$ cat src/rtl/shifter_pkg.sv
package shifter_pkg;
  typedef enum logic [1:0] {
    SH_LEFT_LOG  = 2'b00,
    SH_RIGHT_LOG = 2'b01,
    SH_RIGHT_ARI = 2'b10,
    SH_PASS      = 2'b11
  } shift_mode_e;
endpackage

$ cat src/rtl/shift_ctrl.sv
module shift_ctrl
  import shifter_pkg::*;
(
  input  logic [1:0] mode,
  input  logic       sign_bit,
  output logic       go_left,
  output logic       fill_bit,
  output logic       active
);
  shift_mode_e mode_e;
  assign mode_e = shift_mode_e'(mode);

  always_comb begin
    go_left  = 1'b0;
    fill_bit = 1'b0;
    active   = 1'b1;
    case (mode_e)
      SH_LEFT_LOG:  go_left  = 1'b1;
      SH_RIGHT_LOG: fill_bit = 1'b0;
      SH_RIGHT_ARI: fill_bit = sign_bit;
      default:      active   = 1'b0;
    endcase
  end
endmodule

$ cat src/rtl/shift_stage.sv
module shift_stage #(
  parameter int DATA_W = 32,
  parameter int DIST   = 1
) (
  input  logic [DATA_W-1:0] din,
  input  logic              en,
  input  logic              go_left,
  input  logic              fill_bit,
  output logic [DATA_W-1:0] dout
);
  logic [DATA_W-1:0] moved_l;
  logic [DATA_W-1:0] moved_r;
  logic [DATA_W-1:0] moved;

  assign moved_l = {din[DATA_W-DIST-1:0], {DIST{1'b0}}};
  assign moved_r = {{DIST{fill_bit}}, din[DATA_W-1:DIST]};
  assign moved   = go_left ? moved_l : moved_r;
  assign dout    = en ? moved : din;
endmodule

$ cat src/rtl/barrel_shift_unit.sv
module barrel_shift_unit #(
  parameter int DATA_W = 32,
  parameter int OPB_W  = 32
) (
  input  logic [DATA_W-1:0] opa,
  input  logic [OPB_W-1:0]  opb,
  input  logic [1:0]        mode,
  output logic [DATA_W-1:0] result
);
  localparam int AMT_W = $clog2(DATA_W);

  logic [AMT_W-1:0]  amt;
  logic              go_left;
  logic              fill_bit;
  logic              active;
  logic [DATA_W-1:0] chain [0:AMT_W];
  logic              unused_opb_hi;

  assign amt           = opb[AMT_W-1:0];
  assign unused_opb_hi = ^opb[OPB_W-1:AMT_W];

  shift_ctrl u_ctrl (
    .mode     (mode),
    .sign_bit (opa[DATA_W-1]),
    .go_left  (go_left),
    .fill_bit (fill_bit),
    .active   (active)
  );

  assign chain[0] = opa;

  generate
    for (genvar i = 0; i < AMT_W; i++) begin : g_stage
      shift_stage #(
        .DATA_W (DATA_W),
        .DIST   (1 << i)
      ) u_stage (
        .din      (chain[i]),
        .en       (active & amt[i]),
        .go_left  (go_left),
        .fill_bit (fill_bit),
        .dout     (chain[i+1])
      );
    end
  endgenerate

  assign result = chain[AMT_W];

  logic [DATA_W-1:0] hi_mask;
  logic [DATA_W-1:0] lo_mask;
  assign hi_mask = ~({DATA_W{1'b1}} >> amt);
  assign lo_mask = ~({DATA_W{1'b1}} << amt);

  always_comb begin
    if (mode == 2'b00)
      assert_left_zero_fill_R1: assert ((result & lo_mask) == '0);
    if (mode == 2'b01)
      assert_right_zero_fill_R2: assert ((result & hi_mask) == '0);
    if (mode == 2'b10)
      assert_arith_sign_fill_R3: assert ((result & hi_mask) == (opa[DATA_W-1] ? hi_mask : '0));
    if (amt == '0)
      assert_zero_amount_identity_R5: assert (result == opa);
    if (mode == 2'b11)
      assert_pass_mode_R6: assert (result == opa);
  end
endmodule

$ cat config.mk
export PLATFORM = sky130hd
export DESIGN_NAME = barrel_shift_unit
export DESIGN_NICKNAME = d
export VERILOG_FILES = /design/src/rtl/shifter_pkg.sv /design/src/rtl/shift_ctrl.sv /design/src/rtl/shift_stage.sv /design/src/rtl/barrel_shift_unit.sv
export SDC_FILE = /design/constraint.sdc
export NUM_CORES = 1
export LEC_CHECK = 0
export ABC_AREA = 1
export BUFFER_PORTS_ARGS = -buffer_cell sky130_fd_sc_hd__buf_2
export CELL_PAD_IN_SITES_DETAIL_PLACEMENT = 0
export CELL_PAD_IN_SITES_GLOBAL_PLACEMENT = 2
export CORE_MARGIN = 5
export CORE_UTILIZATION = 23
export DETAILED_ROUTE_END_ITERATION = 6
export GPL_TIMING_DRIVEN = 0
export MAX_ROUTING_LAYER = met4
export PLACE_DENSITY = 0.84
export SYNTH_ARGS = -nofsm -noshare
export SYNTH_HDL_FRONTEND = slang
export SYNTH_SLANG_ARGS = --single-unit
$ cat constraint.sdc
create_clock -name vclk -period 1.9
set_input_delay 0.285 -clock vclk [all_inputs]
set_output_delay 0.285 -clock vclk [all_outputs]
set_load 0.01 [all_outputs]
== Word-level counts from Yosys, hierarchy flattened ==
Index checks and enable logic that the tools add are counted.
Word-level totals
  latch bits: 0
  bits in read-only memories: 0
  output and inout port bits: 32
  memories: 0
  RAM bits: 0
  bits of input ports: 66
  flip-flop bits (word level): 0
  word-level logic and storage cells: 22
Cells by class
  multiplexer cells: 13
  add/subtract/negate cells: 0
  div/mod/pow operators: 0
  $lt $le $gt $ge: 0
  $mul: 0
  bitwise operators: 5
  equal/unequal tests: 2
  shift operators: 0
  reductions and logical operators: 2
Operator list (number)
  $mux 32: 10
  $and 1x1->1: 5
  $mux 1: 3
  $reduce_or 3->1: 1
  $eq 2x1->1 const B: 1
  $eq 2x2->1 const B: 1
  $logic_not 2->1: 1

== Longest topological paths before layout ==
Gate-level depths: netlist (run 1).
  depth after elaboration: 13
  depth in mapped cells: 15
  depth with buffers taken out: 14

== Cells and area by module ==
Synthesis (run 1) repeated with hierarchy kept, for this count alone.
Unflattened totals
  cells, all modules: 927
  area total of the unflattened synthesis: 3998.8 um^2
By module, submodules not included
  shift_stage at g_stage[2].u_stage: cells an instance 191, area an instance 928.4 um^2, instances 1, sequential area each 0.0 um^2
  shift_stage at g_stage[0].u_stage: cells an instance 205, area an instance 827.0 um^2, instances 1, sequential area each 0.0 um^2
  shift_stage at g_stage[1].u_stage: cells an instance 201, area an instance 810.8 um^2, instances 1, sequential area each 0.0 um^2
  shift_stage at g_stage[3].u_stage: cells an instance 174, area an instance 738.2 um^2, instances 1, sequential area each 0.0 um^2
  shift_stage at g_stage[4].u_stage: cells an instance 142, area an instance 641.9 um^2, instances 1, sequential area each 0.0 um^2
  barrel_shift_unit: cells an instance 10, area an instance 37.5 um^2, instances 1, sequential area each 0.0 um^2
  shift_ctrl: cells an instance 4, area an instance 15.0 um^2, instances 1, sequential area each 0.0 um^2

== Worst setup path before layout (run 1) ==
Ideal clock, no wire load.
  kind: input -> output
  from: input mode[0]
  to: output result[20]
  data arrival time: 1.589 ns
  required time: 1.615 ns
  path slack: 0.026 ns
  stages: 13
  buffers on the path: 2
  path through: nor2_1 -> buf_4 -> buf_6 -> nand2_1 -> nand3_1 -> nand3_1 -> nand3_1 -> nand2_1 -> nand3_1 -> nand2_1 -> nand3_1 -> nor2_1 -> a21oi_1
Between the ends
  word-level cells in the longest chain between the ends: 13
  elaborated cells between the ends (all ways): 22
  those cells by class: eq/ne: 2; mux: 13; bitwise: 5; reduce/logical: 2
RTL lines
  start, declared: RTL line barrel_shift_unit.sv:7  | input logic [1:0] mode,
  $eq 2x1->1, or another cell as far along: RTL line shift_ctrl.sv:17  | case (mode_e)
  $reduce_or 3->1 (no source line)
  $mux 1: RTL line shift_ctrl.sv:17
  $and 1x1->1: RTL line barrel_shift_unit.sv:39  | .en (active & amt[i]),
  $mux 32: RTL line shift_stage.sv:18  | assign dout = en ? moved : din;
  $mux 32: RTL line shift_stage.sv:17  | assign moved = go_left ? moved_l : moved_r;
  $mux 32: RTL line shift_stage.sv:18
  $mux 32: RTL line shift_stage.sv:17
  $mux 32: RTL line shift_stage.sv:18
  $mux 32: RTL line shift_stage.sv:17
  $mux 32: RTL line shift_stage.sv:18
  $mux 32: RTL line shift_stage.sv:17
  $mux 32 (*): RTL line shift_stage.sv:18
  end, declared: RTL line barrel_shift_unit.sv:8  | output logic [DATA_W-1:0] result
Mark *: on every way between the ends. The rest lies on a longest branch, timed or not.

== Worst setup path after layout (run 1) ==
  from: input mode[0]
  to: output result[22]
Same word-level chain as after synthesis.

==> flow_summary.yaml, run 1 <==
critical_path:
  crit_type: "input port to primary output"
  start_kind: "input port"
  arrival_ns: 1.99
  critPathRequiredTime_ns: 1.62
  end_kind: "primary output"
  critPathMaxFanout: 8
die:
  rows: 42
  start_util_pct: 23.52
  core_area_mm2: 0.01330
  io-pin-count: 98
  dieArea_mm2: 0.01603
  chipHeight_um: 126.6
  die_w_um: 126.6
global_route:
  grt-ovfl-total: 0
  grt_pass1_wl_um: 27400
  gr-usage-met2_pct: 37.11
  grt_pass1_vias: 5332
  grt_max_degree: 11
  grt_use_total_pct: 21.27
  top_usage_layer: "met2"
  grt_use_met1_pct: 26.74
  grtUsageMet3_pct: 1.555
  antenna_found_initial: 0
power:
  leakagePower_nw: 2.885
  p_sw_mw: 1.167
  power.switching_fraction_pct: 63.39
  peakVddDrop_mv: 0.08184
  power_density_mw_per_mm2: 341.5
  total_power_mw: 1.841
  clkPwrFrac_pct: 0
  internal-power_mw: 0.6742
  p_seq_share_pct: 0
  p_comb_share_pct: 100.0
final_layout:
  diodes: 0
  clkbuf_count: 0
  drive_gt1_share_pct: 44.40
  regArea_um2: 0
  fin_area_mm2: 0.005393
  nFlopsAndLatches: 0
  finalNetCount: 881
  area_delta_synth_final_pct: 72.47
outcome:
  violations: "setup timing"
  status: "finished, violations left"
place:
  place_area_mm2: 0.003702
  dp_hpwl_um: 12850
  pre_cts_ws_ns: -0.8071
  portBuffers: 71
  gp_congestion: 0.9043
logic_synthesis:
  ys_warn_count: 0
  netlist_area_mm2: 0.003127
  avgSynthCellArea_um2: 4.343
  synth_seq_area_share_pct: 0
  syn-num-nets: 786
  synth.distinct_cells: 25
  synthCells: 720
clocking:
  ctsHoldBuffers: 0
drt:
  wl_um: 17250
  dr.first_iter.drc_count: 330
  via_per_inst: 5.338
  final_antenna_net_count: 0
  vias: 5279
  drc: 0
  drtPass1Iterations: 5
  wl_per_cell_um: 17.44
sta:
  period_share_pct: 119.6
  slew_viol_final: 0
  rsz0062_at_grt: "true"
  max_slew_margin_pct: 64.29
  fmax_mhz: 440.2
  max_slew.worst_pin.slew_ns: 0.5356
  whs_ns: 1.166
  setup_ws_ns: -0.3716
  hold_violations: 0
  min_period_ns: 2.272
  setup_viol: 32
worst_hold_path:
  hp-class: "input port to primary output"
flow_run:
  maxCapViolCount: 0
## metrics by stage
| step | instances | utilization (%) | TNS, ns |
|---|---|---|---|
| after floorplan | 720 | - | 0 |
| after global placement | 967 | 27.85 | -22.62 |
| after detailed placement | 967 | 27.85 | -22.28 |
| after CTS | 987 | 38.21 | -8.698 |
| after global routing | 989 | 40.56 | -13.10 |
| final | 989 | 40.56 | -9.851 |
## cells in the mapped netlist, drive strengths merged
library cell  number  area share (%)
nor2              19             2.7
or2                3            0.60
inv               50             6.0
clkbuf            12             1.4
o211ai             1            0.24
o31ai              1            0.24
a22o               1            0.28
buf               30             5.3
nand3            201              32
a21oi             11             1.9
nand2            364              44
a21o               4            0.96
o21a               4            0.96
nand4              2            0.40
nand3b             2            0.48
o21ai             15             2.4
## repair_timing
item | CTS | global route
gates cloned | 5 | 0
endpoints found under the hold margin | 0 | 0
buffers inserted | 15 | 2
setup endpoints to repair | 32 | 32
pin swaps | 51 | 31
gates resized for setup | 278 | 72
## layer usage
metal | part of all wire, % | vias to the layer above
li1 | - | 2525
met1 | 45 | 2576
met2 | 49 | 140
met3 | 3.5 | 38
met4 | 2.9 | 0
met5 | 0 | -
## kinds of logic (layout without fill, tap and decap cells)
kind of cell / after synthesis / in the layout / share of synthesized area, %
buf+inv: 92 / 184 / 12.76
simple gates: 591 / 591 / 80.27
compound gates: 37 / 38 / 6.963
## layout make-up
type	instances	area, um^2
Buffer	42	394.1
Inverter	50	197.7
Multi-Input combinational cell	629	3928
Timing Repair Buffer	92	653.1
Fill cell	1519	7903
Tap cell	176	220.2
## worst paths after layout
path / from / to / slack [ns] / cells past startpoint
max: mode[0] / result[22] / -0.37 / 15
min: opa[31] / result[17] / 1.17 / 6
## placed cells by master, fill, tap and decap left out, types with 8 or more instances in the layout
cell / count
nand2_2: 48
o21ai_1: 8
buf_12: 9
buf_6: 16
buf_4: 14
nand2_1: 311
buf_2: 74
nand3_2: 126
nand3_4: 23
nor2_1: 9
inv_1: 44
nand3_1: 52
a21oi_1: 8
## worst max-delay path, stage by stage
cell and delay, ns:
buf_12 0.13, nor2_4 0.19, buf_6 0.18, buf_12 0.15, nand2_2 0.07, nand3_4 0.11
nand3_2 0.09, nand3_2 0.10, nand2_1 0.07, nand3_2 0.10, nand2_1 0.08, nand3_2 0.10
nor2_1 0.05, a21oi_1 0.12, buf_2 0.14
## power groups by stage
stage               registers, mW  clock network, mW  logic (mW)
global route                    0                  0        2.00
CTS                             0                  0        1.71
finish                          0                  0        1.84
detailed placement              0                  0        1.34
floorplan                       0                  0       0.873
global placement                0                  0        1.35
Note: power is estimated with default switching activity, not from simulation.
==> inputs of run 2 (changes only) <==
--- a/config.mk
+++ b/config.mk
@@ -5,16 +5,15 @@
 export SDC_FILE = /design/constraint.sdc
 export NUM_CORES = 1
 export LEC_CHECK = 0
-export ABC_AREA = 1
 export BUFFER_PORTS_ARGS = -buffer_cell sky130_fd_sc_hd__buf_2
 export CELL_PAD_IN_SITES_DETAIL_PLACEMENT = 0
 export CELL_PAD_IN_SITES_GLOBAL_PLACEMENT = 2
 export CORE_MARGIN = 5
 export CORE_UTILIZATION = 23
 export DETAILED_ROUTE_END_ITERATION = 6
-export GPL_TIMING_DRIVEN = 0
+export GPL_TIMING_DRIVEN = 1
 export MAX_ROUTING_LAYER = met4
-export PLACE_DENSITY = 0.84
+export PLACE_DENSITY = 0.66
 export SYNTH_ARGS = -nofsm -noshare
 export SYNTH_HDL_FRONTEND = slang
 export SYNTH_SLANG_ARGS = --single-unit
==> constraint.sdc (replaced) <==
create_clock -name vclk -period 1.9
set_input_delay 0.285 -clock vclk [all_inputs]
set_output_delay 0.285 -clock vclk [all_outputs]
set_load 0.02 [all_outputs]
==> run 2 against run 1 <==
  * The run still ends with setup timing left
  * Global-route usage up 6.7 points
  * Via count up 66%
  * Utilization up 8.9 points
  * Sequential cell count unchanged
  * Die area up 57%
  * Cell area up 100%
  * Worst setup slack worse by 0.64 ns
  * First-iteration DRC count up 150%
  * Highest routed layer unchanged
==> flow_summary.yaml, run 2 <==
flow_run:
  maxCapViolCount: 0
logic_synthesis:
  ys_top_cells_by_count: "nand2_1 (87), a21oi_1 (75), nor2_1 (67)"
  synth.most_common_cell: "nand2_1"
  yosysTopAreaCell: "a21oi_1"
  synth.distinct_cells: 93
  avgSynthCellArea_um2: 6.337
  syn-num-nets: 867
  synth_top_area_share_pct: 7.395
  ys_warn_count: 0
  netlist_area_mm2: 0.005076
  synthCells: 801
  netlist_top_cells_area: "a21oi_1 (7.4%), nand2_1 (6.4%), o21ai_0 (6.3%), mux2i_1 (5.3%), nor2_1 (5.0%)"
  synth_seq_area_share_pct: 0
drt:
  wl_per_cell_um: 24.21
  via_per_inst: 5.909
  dr.first_iter.drc_count: 819
  drtPass1Iterations: 5
  wl_um: 35930
  vias: 8769
  drc: 0
  final_antenna_net_count: 0
sta:
  hold_violations: 0
  max_slew_margin_pct: 65.21
  fmax_mhz: 343.8
  slew_viol_final: 0
  setup_ws_ns: -1.009
  period_share_pct: 153.1
  setup_viol: 32
  min_period_ns: 2.909
  max_slew.worst_pin.slew_ns: 0.5088
  rsz0062_at_grt: "true"
  tns_ns: -29.58
die:
  die_w_um: 158.6
  io-pin-count: 98
  rows: 54
  dieArea_mm2: 0.02514
  core_area_mm2: 0.02176
  start_util_pct: 23.33
  chipHeight_um: 158.6
final_layout:
  drive_gt1_share_pct: 62.26
  finish.utilization_pct: 49.47
  clkbuf_count: 0
  nFlopsAndLatches: 0
  regArea_um2: 0
  layout_common_cells: "buf_4 (357), nand2_1 (73), buf_6 (55)"
  area_delta_synth_final_pct: 112.0
  final_common_cell: "buf_4"
  finalNetCount: 1271
  fin_cells: 1484
place:
  place_inst: 1430
  gp_congestion: 0.9900
  dp_hpwl_um: 27720
  portBuffers: 71
global_route:
  grt_use_total_pct: 27.97
  antenna_found_initial: 1
  grt_pass1_vias: 8700
  grt_max_degree: 25
  grt_pass1_wl_um: 53040
  grt-ovfl-total: 0
critical_path:
  end_kind: "primary output"
  slowest_stage: "a221o_1"
  arrival_ns: 2.62
  start_kind: "input port"
  crit_buf_inv: 5
  crit_type: "input port to primary output"
  cpPeakStageDelay_ns: 0.34
  crit_path_frequent_cell: "buf_4"
  critPathRequiredTime_ns: 1.62
  crit_chain: "buf_12 -> buf_6 -> xor2_4 -> buf_4 -> a221o_1 -> o32ai_2 -> nor3_2 -> a22o_1 -> buf_4 -> o31a_1 -> nor3_2 -> a21oi_2 -> buf_4"
  crit_start: "mode[1]"
  critPathMaxFanout: 8
  cp_top_family: "compound AO/OA/AOI/OAI gates"
worst_hold_path:
  hp-class: "input port to primary output"
  hold_start: "opb[4]"
power:
  leakagePower_nw: 4.534
  power_density_mw_per_mm2: 361.8
  peakVddDrop_mv: 0.1581
outcome:
  status: "finished, violations left"
  violations: "setup timing"
-- run 2: cell count changes in the layout (fill, tap and decap cells not counted), moves of 44 or more --
cell / change
buf_4: +343
nand2_1: -238
nand3_2: -125
nand3_1: -44
-- run 2: logic make-up after synthesis --
group	after synthesis	synth area share, %
AND/OR/NAND/NOR	281	27.73
XOR/XNOR	2	0.4931
multiplexers	41	8.504
buffers and inverters	98	10.08
AO/OA/AOI/OAI	379	53.19
-- run 2: repair_timing --
item	4_1_cts	5_1_grt
gates cloned	5	3
hold buffers	0	0
endpoints found under the hold margin	0	0
buffers inserted	32	15
gates resized for setup	274	90
pin swaps	81	49
setup endpoints to repair	32	32
-- run 2: stage by stage --
step | power [mW] | area [um^2] | hold WS, ns | worst slack, ns
6_report | 3.894 | 10760 | 1.175 | -1.009
5_1_grt | 4.066 | 10760 | 1.188 | -1.078
4_1_cts | 3.595 | 10110 | 1.169 | -1.002
3_5_place_dp | 2.990 | 8558 | 1.201 | -1.257
3_3_place_gp | 2.996 | 8558 | 1.195 | -1.289
2_1_floorplan | 1.555 | 5534 | 0.8856 | -0.6713
-- run 2: cell type report --
class	count	area, um^2
repair buffers	481	4160
multi-input cells	703	6167
inverters	19	81.33
well taps	280	350.3
diodes	1	2.502
fillers	2179	10990
-- run 2: final timing paths --
kind / cells past startpoint / end / slack (ns)
min: 5 / result[17] / 1.18
max: 13 / result[26] / -1.01
-- run 2: where the power goes --
group,switching [mW],internal (mW),total [mW]
clock,0,0.0000000633,0.0000000633
sequential,0,0,0
combinational,2.01,1.88,3.89
-- run 2: layer usage --
| layer | part of all wire, % | global-route usage (%) | wire, um |
|---|---|---|---|
| met4 | 3.6 | 7.392 | 1290 |
| met1 | 41 | 35.84 | 14840 |
| met5 | 0 | - | 0 |
| met3 | 7.4 | 3.017 | 2645 |
| met2 | 48 | 46.91 | 17150 |
